**src/rtl/intc_pkg.sv**
```systemverilog
// Package: register group codes shared by the interrupt controller.
// Assumes group code = address bits [7:4], bank = address bits [3:2].
package intc_pkg;
    localparam int BANK_W = 32;
    typedef logic [3:0] grp_t;
    localparam grp_t G_ROUTE  = 4'h0;
    localparam grp_t G_EN     = 4'h1;
    localparam grp_t G_ENCLR  = 4'h2;
    localparam grp_t G_ENSET  = 4'h3;
    localparam grp_t G_TYPE   = 4'h4;
    localparam grp_t G_POL    = 4'h5;
    localparam grp_t G_MISC   = 4'h6;
    localparam grp_t G_IRQST  = 4'h8;
    localparam grp_t G_FIQST  = 4'h9;
    localparam grp_t G_RAW    = 4'hA;
    localparam grp_t G_ECLR   = 4'hB;
    localparam grp_t G_SOFT   = 4'hC;
    localparam grp_t G_PEND   = 4'hD;
endpackage

```
**src/rtl/intc_edge_det.sv**
```systemverilog
// Module: per-source trigger conditioning.
// Registers a copy of each input, finds qualifying edges and keeps them
// in a sticky latch. Produces the hardware part of raw status.
// Assumes src_in is already synchronous to clk.
module intc_edge_det #(
    parameter int N = 64
) (
    input  logic         clk,
    input  logic         rst_n,
    input  logic [N-1:0] src_in,
    input  logic [N-1:0] pol,
    input  logic [N-1:0] typ,
    input  logic [N-1:0] clr_mask,
    output logic [N-1:0] raw_hw
);
    logic [N-1:0] src_q;
    logic [N-1:0] edge_q;
    logic [N-1:0] act_now;
    logic [N-1:0] act_prev;
    logic [N-1:0] ev;

    // Polarity-corrected current and previous levels, and edge events.
    always_comb begin
        act_now  = src_in ^ pol;
        act_prev = src_q ^ pol;
        ev       = typ & act_now & ~act_prev;
        raw_hw   = (typ & edge_q) | (~typ & act_now);
    end

    // Input copy and sticky edge latch; a new edge wins over a clear.
    always_ff @(posedge clk) begin
        if (!rst_n) begin
            src_q  <= '0;
            edge_q <= '0;
        end else begin
            src_q  <= src_in;
            edge_q <= (edge_q & ~clr_mask) | ev;
        end
    end

    // a latched edge only goes away through a clear write
    a_r5_edge_sticky: assert property (@(posedge clk) disable iff (!rst_n)
        (($past(edge_q) & ~$past(clr_mask) & ~edge_q) == '0));

    // every detected edge is present in the latch on the next cycle
    a_r6_edge_wins: assert property (@(posedge clk) disable iff (!rst_n)
        ((edge_q & $past(ev)) == $past(ev)));
endmodule

```
**src/rtl/intc_lowest.sv**
```systemverilog
// Module: lowest-index finder over a request vector.
// Purely combinational; idx is meaningful only when found is high.
module intc_lowest #(
    parameter int N     = 64,
    parameter int IDX_W = $clog2(N)
) (
    input  logic [N-1:0]     vec,
    output logic             found,
    output logic [IDX_W-1:0] idx
);
    // Scan from the top so the lowest set bit is the last one assigned.
    always_comb begin
        found = 1'b0;
        idx   = '0;
        for (int i = N - 1; i >= 0; i--) begin
            if (vec[i]) begin
                found = 1'b1;
                idx   = IDX_W'(i);
            end
        end
    end
endmodule

```
**src/rtl/intc_ctrl.sv**
```systemverilog
// Module: two-output programmable interrupt controller (top).
// Holds the configuration registers, decodes the register bus, combines
// status and drives irq_o / fiq_o. Assumes NUM_SRC is a multiple of 32
// and at most 128 (bank is taken from address bits [3:2]).
module intc_ctrl
    import intc_pkg::*;
#(
    parameter int NUM_SRC = 64,
    parameter int ADDR_W  = 12
) (
    input  logic               clk,
    input  logic               rst_n,
    input  logic [NUM_SRC-1:0] src_in,
    input  logic               bus_wr,
    input  logic [ADDR_W-1:0]  bus_addr,
    input  logic [31:0]        bus_wdata,
    output logic [31:0]        bus_rdata,
    output logic               irq_o,
    output logic               fiq_o
);
    localparam int NBANK = NUM_SRC / BANK_W;
    localparam int IDX_W = $clog2(NUM_SRC);

    logic [NUM_SRC-1:0] route_q, en_q, type_q, pol_q, soft_q;
    logic [31:0]        nopend_q;
    logic [1:0]         master_q;
    logic               hit;
    grp_t               grp;
    logic [1:0]         bsel;
    logic [NUM_SRC-1:0] clr_mask, raw_hw, raw, irq_st, fiq_st;
    logic               pend_found;
    logic [IDX_W-1:0]   pend_idx;

    // Address decode: aligned, inside the 256-byte window.
    always_comb begin
        hit  = (bus_addr[ADDR_W-1:8] == '0) && (bus_addr[1:0] == 2'b00);
        grp  = bus_addr[7:4];
        bsel = bus_addr[3:2];
    end

    // Configuration register writes.
    always_ff @(posedge clk) begin
        if (!rst_n) begin
            route_q  <= '0;
            en_q     <= '0;
            type_q   <= '0;
            pol_q    <= '0;
            soft_q   <= '0;
            nopend_q <= '0;
            master_q <= '0;
        end else if (bus_wr && hit) begin
            for (int b = 0; b < NBANK; b++) begin
                if (int'(bsel) == b) begin
                    case (grp)
                        G_ROUTE: route_q[b*BANK_W +: BANK_W] <= bus_wdata;
                        G_EN:    en_q[b*BANK_W +: BANK_W]    <= bus_wdata;
                        G_ENCLR: en_q[b*BANK_W +: BANK_W]    <= en_q[b*BANK_W +: BANK_W] & ~bus_wdata;
                        G_ENSET: en_q[b*BANK_W +: BANK_W]    <= en_q[b*BANK_W +: BANK_W] | bus_wdata;
                        G_TYPE:  type_q[b*BANK_W +: BANK_W]  <= bus_wdata;
                        G_POL:   pol_q[b*BANK_W +: BANK_W]   <= bus_wdata;
                        G_SOFT:  soft_q[b*BANK_W +: BANK_W]  <= bus_wdata;
                        default: ;
                    endcase
                end
            end
            if (grp == G_MISC && bsel == 2'd0) nopend_q <= bus_wdata;
            if (grp == G_MISC && bsel == 2'd1) master_q <= bus_wdata[1:0];
        end
    end

    // Edge-clear strobe for the addressed bank.
    always_comb begin
        clr_mask = '0;
        if (bus_wr && hit && grp == G_ECLR) begin
            for (int b = 0; b < NBANK; b++) begin
                if (int'(bsel) == b) clr_mask[b*BANK_W +: BANK_W] = bus_wdata;
            end
        end
    end

    intc_edge_det #(.N(NUM_SRC)) u_edge (
        .clk      (clk),
        .rst_n    (rst_n),
        .src_in   (src_in),
        .pol      (pol_q),
        .typ      (type_q),
        .clr_mask (clr_mask),
        .raw_hw   (raw_hw)
    );

    // Status combination and output gating.
    always_comb begin
        raw    = raw_hw | soft_q;
        irq_st = raw & en_q & ~route_q;
        fiq_st = raw & en_q & route_q;
        irq_o  = master_q[0] & (|irq_st);
        fiq_o  = master_q[1] & (|fiq_st);
    end

    intc_lowest #(.N(NUM_SRC), .IDX_W(IDX_W)) u_low (
        .vec   (irq_st),
        .found (pend_found),
        .idx   (pend_idx)
    );

    // Read mux; undecoded addresses return zero.
    always_comb begin
        bus_rdata = '0;
        if (hit) begin
            for (int b = 0; b < NBANK; b++) begin
                if (int'(bsel) == b) begin
                    case (grp)
                        G_ROUTE: bus_rdata = route_q[b*BANK_W +: BANK_W];
                        G_EN:    bus_rdata = en_q[b*BANK_W +: BANK_W];
                        G_TYPE:  bus_rdata = type_q[b*BANK_W +: BANK_W];
                        G_POL:   bus_rdata = pol_q[b*BANK_W +: BANK_W];
                        G_IRQST: bus_rdata = irq_st[b*BANK_W +: BANK_W];
                        G_FIQST: bus_rdata = fiq_st[b*BANK_W +: BANK_W];
                        G_RAW:   bus_rdata = raw[b*BANK_W +: BANK_W];
                        G_SOFT:  bus_rdata = soft_q[b*BANK_W +: BANK_W];
                        default: ;
                    endcase
                end
            end
            if (grp == G_MISC && bsel == 2'd0) bus_rdata = nopend_q;
            if (grp == G_MISC && bsel == 2'd1) bus_rdata = {30'd0, master_q};
            if (grp == G_PEND && bsel == 2'd0)
                bus_rdata = pend_found ? {{(32-IDX_W){1'b0}}, pend_idx} : nopend_q;
        end
    end

    // a clear-enable write on bank 0 leaves none of the written bits set
    a_r3_enclr: assert property (@(posedge clk) disable iff (!rst_n)
        (bus_wr && hit && grp == G_ENCLR && bsel == 2'd0)
        |=> ((en_q[BANK_W-1:0] & $past(bus_wdata)) == '0));

    // no source is reported on both outputs at once
    a_r8_route_disjoint: assert property (@(posedge clk) disable iff (!rst_n)
        ((irq_st & fiq_st) == '0));

    // a request output is never high while its master bit is clear
    a_r9_master_gate: assert property (@(posedge clk) disable iff (!rst_n)
        ((irq_o |-> master_q[0]) and (fiq_o |-> master_q[1])));

    // the pending index is set and nothing below it is set
    a_r10_lowest: assert property (@(posedge clk) disable iff (!rst_n)
        pend_found |-> (irq_st[pend_idx]
            && ((irq_st & ((NUM_SRC'(1) << pend_idx) - NUM_SRC'(1))) == '0)));
endmodule

```
**config.mk**
```make
export PLATFORM = sky130hd
export DESIGN_NAME = intc_ctrl
export DESIGN_NICKNAME = d
export VERILOG_FILES = /design/src/rtl/intc_pkg.sv /design/src/rtl/intc_edge_det.sv /design/src/rtl/intc_lowest.sv /design/src/rtl/intc_ctrl.sv
export SDC_FILE = /design/constraint.sdc
export NUM_CORES = 2
export LEC_CHECK = 0
export ABC_AREA = 1
export BUFFER_PORTS_ARGS = -buffer_cell sky130_fd_sc_hd__buf_2
export CAP_MARGIN = 25
export CORE_MARGIN = 2
export CORE_UTILIZATION = 45
export DETAILED_ROUTE_END_ITERATION = 7
export PLACE_DENSITY = 0.71
export SYNTH_ARGS = -nofsm -noshare
export SYNTH_HDL_FRONTEND = slang
export SYNTH_HIERARCHICAL = 1
export SYNTH_SLANG_ARGS = --single-unit
```
**constraint.sdc**
```tcl
create_clock -name clk -period 5.4 [get_ports clk]
set_input_delay 1.08 -clock clk [delete_from_list [all_inputs] [get_ports clk]]
set_output_delay 1.08 -clock clk [all_outputs]
set_load 0.01 [all_outputs]
```
==> flow_metrics.tcl <==
set metrics [dict create \
    area_overhead_of_the_layout_relative_to_synthesis_pct 17.42 \
    asr_flop_ratio_synth_pct 0 \
    pin_count 145 \
    holdCritPathClass "flop to flop" \
    global_route.usage.total_pct 33.94 \
    cts_sinks 482 \
    drtIter0Drc 4605 \
    count_of_placed_standard_cells_including_taps 5823 \
    failed_checks "setup timing" \
    die_area_um2 65110 \
    via_count_of_the_first_global_routing_pass 28640 \
    yosysSeqAreaShare_pct 33.99 \
    synthesis.area_per_instance_um2 5.831 \
    min_delay_path_depth 2 \
    core_area_um2 62740 \
    placement_rows 92 \
    max_cap_violations 0 \
    place_ws_ps -1209 \
    mappedNetlistNets 4979 \
    wirelength_met1_mm 47.53 \
    critical_r2r_launch "pol_q[36]" \
    netlist-cell-type-count 36 \
    routed-wl-met2_mm 45.71 \
    final_max_slew_viol_count 0 \
    run_status "finished, violations left" \
    clkSlewWorstSetupHoldPaths_ps 60 \
    r2r_setup_slk_ps 4470 \
    synth_compound_area_share_pct 16.69 \
    route.detailed.drc 0 \
    yosys-mux-area-fraction_pct 0 \
    number_of_vias_after_detailed_routing 32280 \
    critical_path_arrival_ps 5610 \
    gp_congestion 1.028 \
    netlist_top_cells_area "sky130_fd_sc_hd__dfxtp_1 34%, sky130_fd_sc_hd__nand2_1 16%, sky130_fd_sc_hd__inv_1 11%, sky130_fd_sc_hd__a21oi_1 9.2%, sky130_fd_sc_hd__nand3_1 7.7%" \
    synth-adder-area-share_pct 0 \
    finalClockSkew_ps 24.42 \
    cts_root_buffer "sky130_fd_sc_hd__clkbuf_16" \
    report.final.hold_viol_count 0 \
    cts_tree "built" \
    synth-seq-cells 482 \
    firstDrtPassIters 7 \
    final_cells 5937 \
    timing.critical_path.mode_cell "sky130_fd_sc_hd__nand2_1" \
    synth_area_leader_cell "sky130_fd_sc_hd__dfxtp_1" \
    crit_required_ps 4320 \
    area_taken_by_flip_flops_and_latches_um2 9651 \
    highest-signal-layer "met5" \
    critPathLaunchType "input pin" \
    slowest_delay_ps 200 \
    h_tree_level_count 2 \
    nNetsFinal 5161 \
    area_share_of_and_or_nand_nor_cells_after_synthesis_pct 33.65 \
    io_buffer_count 144 \
    leading_cell_type_by_number_of_instances_after_synthesis "sky130_fd_sc_hd__nand2_1" \
    drt.antenna.violating_nets 0 \
    met3WireLength_mm 15.95 \
    timing.setup.critical_path_class "input pin to primary output" \
    slew-limit-headroom_pct 28.49 \
    total_cts_buffers 52 \
    dp_hpwl_mm 77.57 \
    aggregate_negative_setup_slack_ps -1648 \
    power_density_nw_per_um2 249.9 \
    multi_input_comb_area_um2 14600 \
    critPathSlowestCell "sky130_fd_sc_hd__a21oi_4" \
    syn_area_um2 28390 \
    worst_ir_drop_vdd_mv 0.2123 \
    ys_dominant_reg_cell "sky130_fd_sc_hd__dfxtp_1" \
    initial_antenna_violation_count 4 \
    fin_ws_ps -1292 \
    clkLatencyLatePin_ps 630 \
    drt-wirelength-per-cell_um 19.08 \
    rsz0062_at_grt "true" \
    worst_reg2reg_endpoint "u_edge/edge_q[36]" \
    gr-total-overflow 0 \
    share_of_cells_above_drive_strength_1_pct 11.44 \
    yosysWarningCount 6 \
    capturing_element_type_of_the_critical_path "primary output" \
    grt_max_degree 149 \
    die-width_um 255.2 \
    worstMarginPinSlew_ps 1072 \
    post_synthesis_cell_count 4868 \
    drt-total-wl_mm 113.3 \
    cts-hold-fix-buffers 0 \
    vias_per_cell 5.438 \
    max_freq_ghz 0.1494 \
    number_of_enable_type_register_cells_in_the_synthesized_netlist 0 \
    setup_viol 2 \
    worstHoldStart "u_edge/edge_q[58]" \
    final_worst_path_period_share_pct 123.9 \
    synth_top_family_by_area "simple AND/OR/NAND/NOR gates" \
    global_route_wire_length_before_repair_mm 168.8 \
    fp.dieH_um 255.2 \
    yosysTopAreaCellShare_pct 33.99 \
    max-clock-path-buffers 3 \
    worst-r2r-cell-count 5 \
    synth_xor_area_share_pct 0 \
    start_util_pct 45.25 \
    fill_cells 6240 \
    layout_min_cycle_time_ps 6692 \
    hold_end "u_edge/edge_q[58]" \
    power_mw 8.329 \
    post_synth_most_frequent_cells "1246 x sky130_fd_sc_hd__nand2_1, 850 x sky130_fd_sc_hd__inv_1, 519 x sky130_fd_sc_hd__a21oi_1" \
    cellLeakagePower_nw 14.61 \
    critical_path_peak_fanout 3 \
]
critical path: cells and delay by family:
family          cells  cell delay [ps]
simple gates       63             3510
buf+inv             6              510
compound gates      4              480
worst max path at each step:
stage	from	end	slack [ps]	cells after the start
5_1_grt	src_in[61]	bus_rdata[0]	-1910	73
3_3_place_gp	src_in[63]	bus_rdata[0]	-1250	73
3_5_place_dp	src_in[63]	bus_rdata[0]	-1210	73
4_1_cts	src_in[61]	bus_rdata[0]	-1180	73
6_report	src_in[61]	bus_rdata[0]	-1290	73
2_1_floorplan	src_in[62]	bus_rdata[0]	-180	72
logic make-up (layout without fill, tap and decap cells):
family | count (synthesis) | after routing
AND/OR/NAND/NOR | 2332 | 2332
buffers and inverters | 1132 | 1352
AO/OA/AOI/OAI | 922 | 922
flip-flops | 482 | 482
other | 0 | 3
metal layers:
| layer | global-route usage (%) | up-vias |
|---|---|---|
| met5 | 0 | - |
| met4 | 11.71 | 6 |
| met3 | 10.65 | 272 |
| met2 | 48.84 | 1880 |
| met1 | 47.58 | 14560 |
| li1 | - | 15560 |
timing repair:
item / in CTS / in global routing
pin swaps: 22 / 31
gates resized for setup: 69 / 38
cloned: 3 / 0
setup endpoints to repair: 2 / 32
setup buffers: 22 / 5
area by class of cell:
type | count | share of cell area (%)
diodes | 3 | 0.02252
clock buffers | 71 | 4.422
clock inverters | 21 | 1.227
inverters | 870 | 9.820
multi-input cells | 3254 | 43.80
flip-flops and latches | 482 | 28.95
well taps | 846 | 3.176
repair buffers | 390 | 8.585
flip-flops by register name, summed over array words and instances (netlist names):
signal         count
en_q              64
u_edge/src_q      64
route_q           64
pol_q             64
nopend_q          32
master_q           2
u_edge/edge_q     64
type_q            64
soft_q            64
where the power goes:
group | internal (mW) | switching [mW] | total, mW
Clock | 2.47 | 1.58 | 4.05
Combinational | 0.177 | 0.505 | 0.682
Sequential | 3.58 | 0.0132 | 3.59
stage by stage:
step | utilization (%) | area (um^2) | hold WS, ps
4_1_cts | 53.00 | 33250 | 465.5
3_3_place_gp | 49.25 | 30890 | 451.9
3_5_place_dp | 49.25 | 30890 | 455.6
6_report | 53.13 | 33330 | 464.6
2_1_floorplan | - | 28400 | 434.3
5_1_grt | 53.12 | 33330 | 476.5
placed cells by master, fill, tap and decap left out, types with 3 or more instances in the layout:
| master | synthesis | final |
|---|---|---|
| sky130_fd_sc_hd__clkbuf_8 | 0 | 9 |
| sky130_fd_sc_hd__bufinv_16 | 0 | 12 |
| sky130_fd_sc_hd__diode_2 | 0 | 3 |
| sky130_fd_sc_hd__inv_2 | 18 | 28 |
| sky130_fd_sc_hd__inv_1 | 850 | 838 |
| sky130_fd_sc_hd__a21oi_2 | 1 | 9 |
| sky130_fd_sc_hd__nor2_4 | 2 | 10 |
| sky130_fd_sc_hd__nand3_1 | 437 | 431 |
| sky130_fd_sc_hd__o21ai_0 | 313 | 297 |
| sky130_fd_sc_hd__nand4_1 | 16 | 16 |
| sky130_fd_sc_hd__buf_2 | 47 | 139 |
| sky130_fd_sc_hd__o22ai_1 | 5 | 5 |
| sky130_fd_sc_hd__buf_12 | 1 | 12 |
| sky130_fd_sc_hd__buf_6 | 7 | 10 |
| sky130_fd_sc_hd__nand2_2 | 11 | 32 |
| sky130_fd_sc_hd__or2_2 | 4 | 4 |
| sky130_fd_sc_hd__buf_16 | 0 | 4 |
| sky130_fd_sc_hd__clkbuf_1 | 185 | 10 |
| sky130_fd_sc_hd__nor4_1 | 6 | 5 |
| sky130_fd_sc_hd__nor3_1 | 91 | 89 |
| sky130_fd_sc_hd__a21oi_1 | 519 | 510 |
| sky130_fd_sc_hd__dfxtp_1 | 482 | 481 |
| sky130_fd_sc_hd__nor2_2 | 3 | 5 |
| sky130_fd_sc_hd__a31oi_1 | 65 | 64 |
| sky130_fd_sc_hd__clkbuf_16 | 0 | 53 |
| sky130_fd_sc_hd__clkinv_2 | 0 | 8 |
| sky130_fd_sc_hd__o21ai_1 | 7 | 21 |
| sky130_fd_sc_hd__o21a_1 | 4 | 4 |
| sky130_fd_sc_hd__buf_4 | 4 | 223 |
| sky130_fd_sc_hd__nand3_2 | 0 | 4 |
| sky130_fd_sc_hd__nand2_1 | 1246 | 1223 |
| sky130_fd_sc_hd__nor2_1 | 513 | 503 |
Note: power is estimated with default switching activity, not from simulation.
